[src/rtl/tc_pkg.sv]
package tc_pkg;
  typedef enum logic [1:0] {
    FILL_IDLE    = 2'd0,
    FILL_ARMED   = 2'd1,
    FILL_COLLECT = 2'd2,
    FILL_WRITE   = 2'd3
  } fill_state_e;
endpackage

[src/rtl/tc_fill.sv]
module tc_fill import tc_pkg::*; #(
  parameter int PC_W        = 32,
  parameter int INSTR_W     = 32,
  parameter int TRACE_LEN   = 24,
  parameter int MAX_BR      = 3,
  parameter int SETS        = 4,
  parameter int INSTR_BYTES = 4,
  localparam int LEN_W  = $clog2(TRACE_LEN + 1),
  localparam int BCNT_W = $clog2(MAX_BR + 1),
  localparam int IDX_W  = $clog2(SETS),
  localparam int OFF_W  = $clog2(INSTR_BYTES),
  localparam int TAG_W  = PC_W - IDX_W - OFF_W,
  localparam int FLAG_W = MAX_BR - 1
) (
  input  logic                         clk_i,
  input  logic                         rst_ni,
  input  logic                         miss_i,
  input  logic [PC_W-1:0]              miss_pc_i,
  input  logic                         fill_valid_i,
  input  logic [PC_W-1:0]              fill_pc_i,
  input  logic [INSTR_W-1:0]           fill_instr_i,
  input  logic                         fill_br_i,
  input  logic                         fill_taken_i,
  input  logic [PC_W-1:0]              fill_tgt_i,
  output logic                         wr_en_o,
  output logic [IDX_W-1:0]             wr_idx_o,
  output logic [TAG_W-1:0]             wr_tag_o,
  output logic [LEN_W-1:0]             wr_len_o,
  output logic [BCNT_W-1:0]            wr_brcnt_o,
  output logic                         wr_endbr_o,
  output logic [FLAG_W-1:0]            wr_flags_o,
  output logic [PC_W-1:0]              wr_fall_o,
  output logic [PC_W-1:0]              wr_tgt_o,
  output logic [TRACE_LEN*INSTR_W-1:0] wr_instr_o
);

  fill_state_e          state_q;
  logic [PC_W-1:0]      start_pc_q, last_pc_q, tgt_q;
  logic [LEN_W-1:0]     len_q;
  logic [BCNT_W-1:0]    br_q;
  logic                 endbr_q;
  logic [FLAG_W-1:0]    flags_q;
  logic [INSTR_W-1:0]   slot_q [TRACE_LEN];

  logic                 accept, close;
  logic [LEN_W-1:0]     base_len, next_len;
  logic [BCNT_W-1:0]    base_br, next_br;

  always_comb begin
    accept   = fill_valid_i &&
               (((state_q == FILL_ARMED) && (fill_pc_i == start_pc_q)) ||
                (state_q == FILL_COLLECT));
    base_len = (state_q == FILL_COLLECT) ? len_q : '0;
    base_br  = (state_q == FILL_COLLECT) ? br_q  : '0;
    next_len = base_len + LEN_W'(1);
    next_br  = base_br + BCNT_W'(fill_br_i);
    close    = (next_len == LEN_W'(TRACE_LEN)) || (next_br == BCNT_W'(MAX_BR));
  end

  always_ff @(posedge clk_i or negedge rst_ni) begin
    if (!rst_ni) begin
      state_q    <= FILL_IDLE;
      start_pc_q <= '0;
    end else begin
      unique case (state_q)
        FILL_IDLE: if (miss_i) begin
          start_pc_q <= miss_pc_i;
          state_q    <= FILL_ARMED;
        end
        FILL_ARMED: begin
          if (accept)      state_q    <= close ? FILL_WRITE : FILL_COLLECT;
          else if (miss_i) start_pc_q <= miss_pc_i;  // newest miss wins
        end
        FILL_COLLECT: if (accept && close) state_q <= FILL_WRITE;
        FILL_WRITE:   state_q <= FILL_IDLE;
        default:      state_q <= FILL_IDLE;
      endcase
    end
  end

  always_ff @(posedge clk_i or negedge rst_ni) begin
    if (!rst_ni) begin
      len_q     <= '0;
      br_q      <= '0;
      endbr_q   <= 1'b0;
      flags_q   <= '0;
      last_pc_q <= '0;
      tgt_q     <= '0;
      for (int i = 0; i < TRACE_LEN; i++) slot_q[i] <= '0;
    end else if (accept) begin
      len_q     <= next_len;
      br_q      <= next_br;
      endbr_q   <= fill_br_i;
      last_pc_q <= fill_pc_i;
      if (fill_br_i) tgt_q <= fill_tgt_i;
      if (state_q == FILL_ARMED) begin
        flags_q <= '0;
        for (int i = 0; i < TRACE_LEN; i++) slot_q[i] <= '0;
      end
      for (int k = 0; k < FLAG_W; k++)
        if (fill_br_i && (base_br == BCNT_W'(k))) flags_q[k] <= fill_taken_i;
      slot_q[base_len] <= fill_instr_i;
    end
  end

  assign wr_en_o    = (state_q == FILL_WRITE);
  assign wr_idx_o   = start_pc_q[OFF_W +: IDX_W];
  assign wr_tag_o   = start_pc_q[PC_W-1 -: TAG_W];
  assign wr_len_o   = len_q;
  assign wr_brcnt_o = br_q;
  assign wr_endbr_o = endbr_q;
  assign wr_flags_o = flags_q;
  assign wr_fall_o  = last_pc_q + PC_W'(INSTR_BYTES);
  assign wr_tgt_o   = tgt_q;

  for (genvar g = 0; g < TRACE_LEN; g++) begin : g_flat
    assign wr_instr_o[g*INSTR_W +: INSTR_W] = slot_q[g];
  end

endmodule

[src/rtl/tc_store.sv]
module tc_store #(
  parameter int PC_W      = 32,
  parameter int INSTR_W   = 32,
  parameter int TRACE_LEN = 24,
  parameter int MAX_BR    = 3,
  parameter int SETS      = 4,
  parameter int TAG_W     = 28,
  localparam int LEN_W  = $clog2(TRACE_LEN + 1),
  localparam int BCNT_W = $clog2(MAX_BR + 1),
  localparam int IDX_W  = $clog2(SETS),
  localparam int FLAG_W = MAX_BR - 1,
  localparam int LINE_W = TRACE_LEN * INSTR_W
) (
  input  logic              clk_i,
  input  logic              rst_ni,
  input  logic              wr_en_i,
  input  logic [IDX_W-1:0]  wr_idx_i,
  input  logic [TAG_W-1:0]  wr_tag_i,
  input  logic [LEN_W-1:0]  wr_len_i,
  input  logic [BCNT_W-1:0] wr_brcnt_i,
  input  logic              wr_endbr_i,
  input  logic [FLAG_W-1:0] wr_flags_i,
  input  logic [PC_W-1:0]   wr_fall_i,
  input  logic [PC_W-1:0]   wr_tgt_i,
  input  logic [LINE_W-1:0] wr_instr_i,
  input  logic [IDX_W-1:0]  rd_idx_i,
  output logic              rd_valid_o,
  output logic [TAG_W-1:0]  rd_tag_o,
  output logic [LEN_W-1:0]  rd_len_o,
  output logic [BCNT_W-1:0] rd_brcnt_o,
  output logic              rd_endbr_o,
  output logic [FLAG_W-1:0] rd_flags_o,
  output logic [PC_W-1:0]   rd_fall_o,
  output logic [PC_W-1:0]   rd_tgt_o,
  output logic [LINE_W-1:0] rd_instr_o
);

  logic [SETS-1:0]   valid_q;
  logic [TAG_W-1:0]  tag_q   [SETS];
  logic [LEN_W-1:0]  len_q   [SETS];
  logic [BCNT_W-1:0] brcnt_q [SETS];
  logic              endbr_q [SETS];
  logic [FLAG_W-1:0] flags_q [SETS];
  logic [PC_W-1:0]   fall_q  [SETS];
  logic [PC_W-1:0]   tgt_q   [SETS];
  logic [LINE_W-1:0] instr_q [SETS];

  for (genvar s = 0; s < SETS; s++) begin : g_set
    logic sel;
    assign sel = wr_en_i && (wr_idx_i == IDX_W'(s));

    always_ff @(posedge clk_i or negedge rst_ni) begin
      if (!rst_ni)  valid_q[s] <= 1'b0;
      else if (sel) valid_q[s] <= 1'b1;
    end

    always_ff @(posedge clk_i) begin
      if (sel) begin
        tag_q[s]   <= wr_tag_i;
        len_q[s]   <= wr_len_i;
        brcnt_q[s] <= wr_brcnt_i;
        endbr_q[s] <= wr_endbr_i;
        flags_q[s] <= wr_flags_i;
        fall_q[s]  <= wr_fall_i;
        tgt_q[s]   <= wr_tgt_i;
        instr_q[s] <= wr_instr_i;
      end
    end
  end

  assign rd_valid_o = valid_q[rd_idx_i];
  assign rd_tag_o   = tag_q[rd_idx_i];
  assign rd_len_o   = len_q[rd_idx_i];
  assign rd_brcnt_o = brcnt_q[rd_idx_i];
  assign rd_endbr_o = endbr_q[rd_idx_i];
  assign rd_flags_o = flags_q[rd_idx_i];
  assign rd_fall_o  = fall_q[rd_idx_i];
  assign rd_tgt_o   = tgt_q[rd_idx_i];
  assign rd_instr_o = instr_q[rd_idx_i];

endmodule

[src/rtl/tc_hit.sv]
module tc_hit #(
  parameter int PC_W      = 32,
  parameter int INSTR_W   = 32,
  parameter int TRACE_LEN = 24,
  parameter int MAX_BR    = 3,
  parameter int TAG_W     = 28,
  localparam int LEN_W  = $clog2(TRACE_LEN + 1),
  localparam int BCNT_W = $clog2(MAX_BR + 1),
  localparam int FLAG_W = MAX_BR - 1,
  localparam int LINE_W = TRACE_LEN * INSTR_W
) (
  input  logic              rd_valid_i,
  input  logic [TAG_W-1:0]  rd_tag_i,
  input  logic [LEN_W-1:0]  rd_len_i,
  input  logic [BCNT_W-1:0] rd_brcnt_i,
  input  logic              rd_endbr_i,
  input  logic [FLAG_W-1:0] rd_flags_i,
  input  logic [PC_W-1:0]   rd_fall_i,
  input  logic [PC_W-1:0]   rd_tgt_i,
  input  logic [LINE_W-1:0] rd_instr_i,
  input  logic [TAG_W-1:0]  tag_i,
  input  logic [MAX_BR-1:0] pred_i,
  input  logic              collide_i,
  output logic              hit_o,
  output logic [LEN_W-1:0]  len_o,
  output logic [LINE_W-1:0] instr_o,
  output logic [PC_W-1:0]   next_pc_o
);

  logic [BCNT_W-1:0] n_inner, last_br;
  logic [FLAG_W-1:0] flag_ok;
  logic              pred_last;

  assign n_inner = rd_brcnt_i - BCNT_W'(rd_endbr_i);
  assign last_br = rd_brcnt_i - BCNT_W'(1);

  for (genvar k = 0; k < FLAG_W; k++) begin : g_flag
    assign flag_ok[k] = (BCNT_W'(k) >= n_inner) || (pred_i[k] == rd_flags_i[k]);
  end

  always_comb begin
    pred_last = 1'b0;
    for (int k = 0; k < MAX_BR; k++)
      if (last_br == BCNT_W'(k)) pred_last = pred_i[k];
  end

  assign hit_o     = rd_valid_i && (rd_tag_i == tag_i) && (&flag_ok) && !collide_i;
  assign len_o     = hit_o ? rd_len_i   : '0;
  assign instr_o   = hit_o ? rd_instr_i : '0;
  assign next_pc_o = !hit_o ? '0 : ((rd_endbr_i && pred_last) ? rd_tgt_i : rd_fall_i);

endmodule

[src/rtl/trace_cache.sv]
module trace_cache #(
  parameter int PC_W        = 32,
  parameter int INSTR_W     = 32,
  parameter int TRACE_LEN   = 24,
  parameter int MAX_BR      = 3,
  parameter int SETS        = 4,
  parameter int INSTR_BYTES = 4,
  localparam int LEN_W  = $clog2(TRACE_LEN + 1),
  localparam int BCNT_W = $clog2(MAX_BR + 1),
  localparam int IDX_W  = $clog2(SETS),
  localparam int OFF_W  = $clog2(INSTR_BYTES),
  localparam int TAG_W  = PC_W - IDX_W - OFF_W,
  localparam int FLAG_W = MAX_BR - 1,
  localparam int LINE_W = TRACE_LEN * INSTR_W
) (
  input  logic              clk_i,
  input  logic              rst_ni,
  input  logic              lookup_i,
  input  logic [PC_W-1:0]   fetch_pc_i,
  input  logic [MAX_BR-1:0] pred_i,
  output logic              hit_o,
  output logic [LEN_W-1:0]  len_o,
  output logic [LINE_W-1:0] instr_o,
  output logic [PC_W-1:0]   next_pc_o,
  input  logic              fill_valid_i,
  input  logic [PC_W-1:0]   fill_pc_i,
  input  logic [INSTR_W-1:0] fill_instr_i,
  input  logic              fill_br_i,
  input  logic              fill_taken_i,
  input  logic [PC_W-1:0]   fill_tgt_i
);

  logic              fill_wr_en;
  logic [IDX_W-1:0]  fill_wr_idx;
  logic [TAG_W-1:0]  fill_wr_tag;
  logic [LEN_W-1:0]  fill_wr_len;
  logic [BCNT_W-1:0] fill_wr_brcnt;
  logic              fill_wr_endbr;
  logic [FLAG_W-1:0] fill_wr_flags;
  logic [PC_W-1:0]   fill_wr_fall, fill_wr_tgt;
  logic [LINE_W-1:0] fill_wr_instr;

  logic              rd_valid, rd_endbr;
  logic [TAG_W-1:0]  rd_tag;
  logic [LEN_W-1:0]  rd_len;
  logic [BCNT_W-1:0] rd_brcnt;
  logic [FLAG_W-1:0] rd_flags;
  logic [PC_W-1:0]   rd_fall, rd_tgt;
  logic [LINE_W-1:0] rd_instr;

  logic [IDX_W-1:0]  look_idx;
  logic [TAG_W-1:0]  look_tag;
  logic              collide, miss;

  assign look_idx = fetch_pc_i[OFF_W +: IDX_W];
  assign look_tag = fetch_pc_i[PC_W-1 -: TAG_W];
  assign collide  = fill_wr_en && (fill_wr_idx == look_idx);
  assign miss     = lookup_i && !hit_o;

  tc_fill #(
    .PC_W(PC_W), .INSTR_W(INSTR_W), .TRACE_LEN(TRACE_LEN),
    .MAX_BR(MAX_BR), .SETS(SETS), .INSTR_BYTES(INSTR_BYTES)
  ) i_fill (
    .clk_i, .rst_ni,
    .miss_i(miss), .miss_pc_i(fetch_pc_i),
    .fill_valid_i, .fill_pc_i, .fill_instr_i, .fill_br_i, .fill_taken_i, .fill_tgt_i,
    .wr_en_o(fill_wr_en), .wr_idx_o(fill_wr_idx), .wr_tag_o(fill_wr_tag),
    .wr_len_o(fill_wr_len), .wr_brcnt_o(fill_wr_brcnt), .wr_endbr_o(fill_wr_endbr),
    .wr_flags_o(fill_wr_flags), .wr_fall_o(fill_wr_fall), .wr_tgt_o(fill_wr_tgt),
    .wr_instr_o(fill_wr_instr)
  );

  tc_store #(
    .PC_W(PC_W), .INSTR_W(INSTR_W), .TRACE_LEN(TRACE_LEN),
    .MAX_BR(MAX_BR), .SETS(SETS), .TAG_W(TAG_W)
  ) i_store (
    .clk_i, .rst_ni,
    .wr_en_i(fill_wr_en), .wr_idx_i(fill_wr_idx), .wr_tag_i(fill_wr_tag),
    .wr_len_i(fill_wr_len), .wr_brcnt_i(fill_wr_brcnt), .wr_endbr_i(fill_wr_endbr),
    .wr_flags_i(fill_wr_flags), .wr_fall_i(fill_wr_fall), .wr_tgt_i(fill_wr_tgt),
    .wr_instr_i(fill_wr_instr),
    .rd_idx_i(look_idx),
    .rd_valid_o(rd_valid), .rd_tag_o(rd_tag), .rd_len_o(rd_len),
    .rd_brcnt_o(rd_brcnt), .rd_endbr_o(rd_endbr), .rd_flags_o(rd_flags),
    .rd_fall_o(rd_fall), .rd_tgt_o(rd_tgt), .rd_instr_o(rd_instr)
  );

  tc_hit #(
    .PC_W(PC_W), .INSTR_W(INSTR_W), .TRACE_LEN(TRACE_LEN),
    .MAX_BR(MAX_BR), .TAG_W(TAG_W)
  ) i_hit (
    .rd_valid_i(rd_valid), .rd_tag_i(rd_tag), .rd_len_i(rd_len),
    .rd_brcnt_i(rd_brcnt), .rd_endbr_i(rd_endbr), .rd_flags_i(rd_flags),
    .rd_fall_i(rd_fall), .rd_tgt_i(rd_tgt), .rd_instr_i(rd_instr),
    .tag_i(look_tag), .pred_i, .collide_i(collide),
    .hit_o, .len_o, .instr_o, .next_pc_o
  );

endmodule

[config.mk]
export PLATFORM = sky130hd
export DESIGN_NAME = trace_cache
export DESIGN_NICKNAME = d
export VERILOG_FILES = /design/src/rtl/tc_pkg.sv /design/src/rtl/tc_fill.sv /design/src/rtl/tc_store.sv /design/src/rtl/tc_hit.sv /design/src/rtl/trace_cache.sv
export SDC_FILE = /design/constraint.sdc
export NUM_CORES = 2
export LEC_CHECK = 0
export BUFFER_PORTS_ARGS = -buffer_cell sky130_fd_sc_hd__buf_2
export CORE_MARGIN = 2
export CORE_UTILIZATION = 25
export CTS_CLUSTER_DIAMETER = 30
export DETAILED_ROUTE_END_ITERATION = 8
export GPL_TIMING_DRIVEN = 0
export RECOVER_POWER = 50
export SETUP_SLACK_MARGIN = 0.15
export SLEW_MARGIN = 20
export SYNTH_ARGS = -nofsm -noshare
export SYNTH_HDL_FRONTEND = slang
export SYNTH_SLANG_ARGS = --single-unit
[constraint.sdc]
create_clock -name clk_i -period 71.1 [get_ports clk_i]
set_clock_uncertainty 0.2 [all_clocks]
set_input_delay 3.555 -clock clk_i [delete_from_list [all_inputs] [get_ports clk_i]]
set_output_delay 3.555 -clock clk_i [all_outputs]
set_load 0.005 [all_outputs]
==> out/metrics.cfg <==
[status]
status = complete, but fails checks
violations = max-capacitance violations, max-slew violations

[worst_hold_path]
hold_path.class = reg -> reg
worst_hold_path.num_cells = 0

[timing]
setup_viol = 0
tightest_slew_ns = 6.95
fin_crit_sh_pct = 18.0
max_freq_mhz = 78.3
maxSlewViolCount = 916
fin_setup_tns_ns = 0
slew_headroom_pct = -364
hold_viol = 0
rsz0062_at_grt = no
fin_crit_ns = 12.77

[synthesis]
syn-num-nets = 9620
synth_xor_area_share_pct = 0.476
synth_compound_area_share_pct = 2.46
synthSimpleGateAreaFrac_pct = 7.41
synth_top_family_by_area = multiplexers
yosysUniqueCellTypes = 57
syn_avg_cell_area_sq_um = 17.7
synthAdderAreaFrac_pct = 0.0896
netlist_instances = 9471
async_flop_share_pct = 20.2
synth-edff-count = 3480
yosysWarnings = 0
netlist_area_sq_um = 168000
ys_seq_area_share_pct = 75.5
muxShareOfSynthArea_pct = 12.4
synth_ff_type = edfxtp_1
ys_ff_latch = 4360

[run]
maxCapViolCount = 30

[clocking]
insertion_delay_ns = 1.11
htreeDepth = 6
cts_buffers = 863
cts_tree = done
cts_sinks = 4360
cts_hold_buf = 0
path_clk_slew_ns = 0.05
cts_root_buf = clkbuf_16
post_cts_resized = 0
cts_buffer_depth = 4
post_cts_buffers = 0

[pwr]
peakVddDrop_v = 0.0000266
power_density_nw_per_um2 = 39.0
leakage_nw = 78.3

[floorplanning]
io_pins = 943
die_w_um = 823
core_region_area_sq_um = 667000
start_util_pct = 25.1
die_area_sq_um = 677000
dieHeight_um = 823
rows = 300

[critical_path]
worstPathArrival_ns = 9.01
cp_max_fo = 10
critPathLaunchType = input port
r2r_setup_slack_ns = 59.83
r2r_end = i_store.instr_q[2][657]$_DFFE_PP_
critical_path_required_ns = 67.35
crit_start = fetch_pc_i[2]
r2r_cells = 12
path_class = in -> out
r2r-start = i_fill.state_q[1]$_DFFE_PN0P_
end_kind = primary output
cp-endpoint = instr_o[246]

[placement]
gp_congestion = 0.777
placed_cell_area_sq_um = 189000
detailed_place_hpwl_um = 391000
numPortBuffers = 941

[routing]
dr.pass1.iters = 6
vias = 96300
ant_nets = 0
vias_per_cell = 4.52
wire_per_inst_um = 26.3
drtIter0Drc = 10500
wirelength_um = 561000
drc = 0

[global_route]
grt_max_degree = 116
grt_pass1_wl_um = 768000
grt_antenna_before_repair = 120
track_usage_pct = 16.0
grt_pass1_vias = 97100
grt_overflow_total = 0

[final_layout]
final_common_cell = edfxtp_1
final_nets = 11700
drive_above_1_share_pct = 31.7
synthToLayoutAreaGrowth_pct = 30.6
final_area_sq_um = 219000
mostFrequentLayoutCells = edfxtp_1, nand2_1, buf_2

## logic make-up after synthesis
| group | count (synthesis) |
|---|---|
| AO/OA/AOI/OAI | 810 |
| XOR/XNOR | 91 |
| adder cells (fa/ha/maj) | 12 |
| buffers and inverters | 619 |
| flip-flops | 4360 |
| multiplexers | 982 |
| AND/OR/NAND/NOR | 2597 |
## worst min-delay path by stage
stage	to	startpoint
floorplan	i_store.valid_q[2]$_DFFE_PN0P_	i_store.valid_q[2]$_DFFE_PN0P_
global placement	i_store.valid_q[2]$_DFFE_PN0P_	i_store.valid_q[2]$_DFFE_PN0P_
detailed placement	i_store.valid_q[0]$_DFFE_PN0P_	i_store.valid_q[0]$_DFFE_PN0P_
CTS	i_store.instr_q[3][667]$_DFFE_PP_	i_fill.wr_instr_o[667]$_DFFE_PN0P_
global route	i_store.instr_q[1][198]$_DFFE_PP_	i_fill.wr_instr_o[198]$_DFFE_PN0P_
finish	i_store.instr_q[0][198]$_DFFE_PP_	i_fill.wr_instr_o[198]$_DFFE_PN0P_
## final cells by class
cell class                      instances  area (sq um)
Antenna cell                           46           115
Buffer                                604          2830
Clock buffer                         1055         23000
Clock inverter                        593          7670
Fill cell                           64000        449000
Inverter                               15          56.3
Multi-Input combinational cell       4492         38400
Sequential cell                      4360        127000
Tap cell                             8909         11100
Timing Repair Buffer                 1254          8970
## layer usage
metal | share of wire (%) | up-vias | global-route usage, % | wire length (um)
met2 | 47 | 4319 | 25.9 | 266000
met4 | 4.6 | 34 | 6.98 | 25600
li1 | - | 40500 | - | -
met1 | 40 | 50600 | 20.7 | 223000
met5 | 0.041 | - | 0 | 228
met3 | 8.3 | 926 | 3.57 | 46400
## report_power, final
| part | switching [W] | internal [W] | leakage, nW |
|---|---|---|---|
| clock network | 0.00141 | 0.00276 | 14.7 |
| logic | 0.000564 | 0.000323 | 19.3 |
| registers | 0.000164 | 0.00332 | 44.3 |
## critical path, stage by stage
cell and delay [ns]:
buf_2 0.17, buf_6 0.23, buf_6 0.22, buf_4 0.29
buf_4 0.26, mux4_2 0.58, ha_1 0.24, xnor2_1 0.21
nor2_1 0.10, nor4bb_1 0.27, nand4b_1 0.17, or2_1 0.30
buf_2 0.31, buf_2 0.44, clkbuf_1 0.42, nor2b_1 0.93
buf_2 0.26
## Yosys cell counts, types with 3 or more instances
cell      count  area (sq um)
nor2b_2     145          1270
mux2_2       68           766
or4_1         3          22.5
nor2b_1     633          3960
buf_6        47           529
nand3_1      26           130
clkbuf_1    528          1980
buf_2        20           100
xnor2_1      61           534
and3b_1       3          26.3
and2_1        4          25.0
nor3b_1       3          22.5
clkinv_1      4          15.0
nor3_2       19           190
ha_1         12           150
edfxtp_1   3480        105000
xor2_1       30           263
a21oi_1      10          50.1
nand4_1      17           106
buf_1         4          15.0
and3_1        6          37.5
buf_4         5          37.5
mux2i_1      46           460
or2_2         4          25.0
nand2_1    1651          6200
inv_1        11          41.3
nor4_1        5          31.3
mux4_2      866         19500
nor3_1        8          40.0
a22o_1        3          26.3
nor2_1       53           199
dfrtp_1     880         22000
o21ai_0     779          3900
nand4b_1      4          35.0
## stage by stage
step           util, %  worst slack, ns  hold slack [ns]  std cells  power (W)
5_1_grt           32.8            58.08            0.246      21300    0.00880
2_1_floorplan        -             2.55            0.234       9471    0.00454
3_3_place_gp      27.5           -56.96            0.248      19300    0.00548
4_1_cts           32.9            58.14            0.249      21300    0.00863
3_5_place_dp      28.3            58.14            0.252      19600    0.00446
6_report          32.8            58.33            0.235      21300    0.00853
## state kept, by name, summed over array words and instances (netlist names), 32 cells and up
signal	cells
i_fill.wr_instr_o	768
i_fill.start_pc_q	32
i_store.fall_q	128
i_fill.last_pc_q	32
i_store.tgt_q	128
i_fill.wr_tgt_o	32
i_store.tag_q	112
i_store.instr_q	3072
Note: power is estimated with default switching activity, not from simulation.
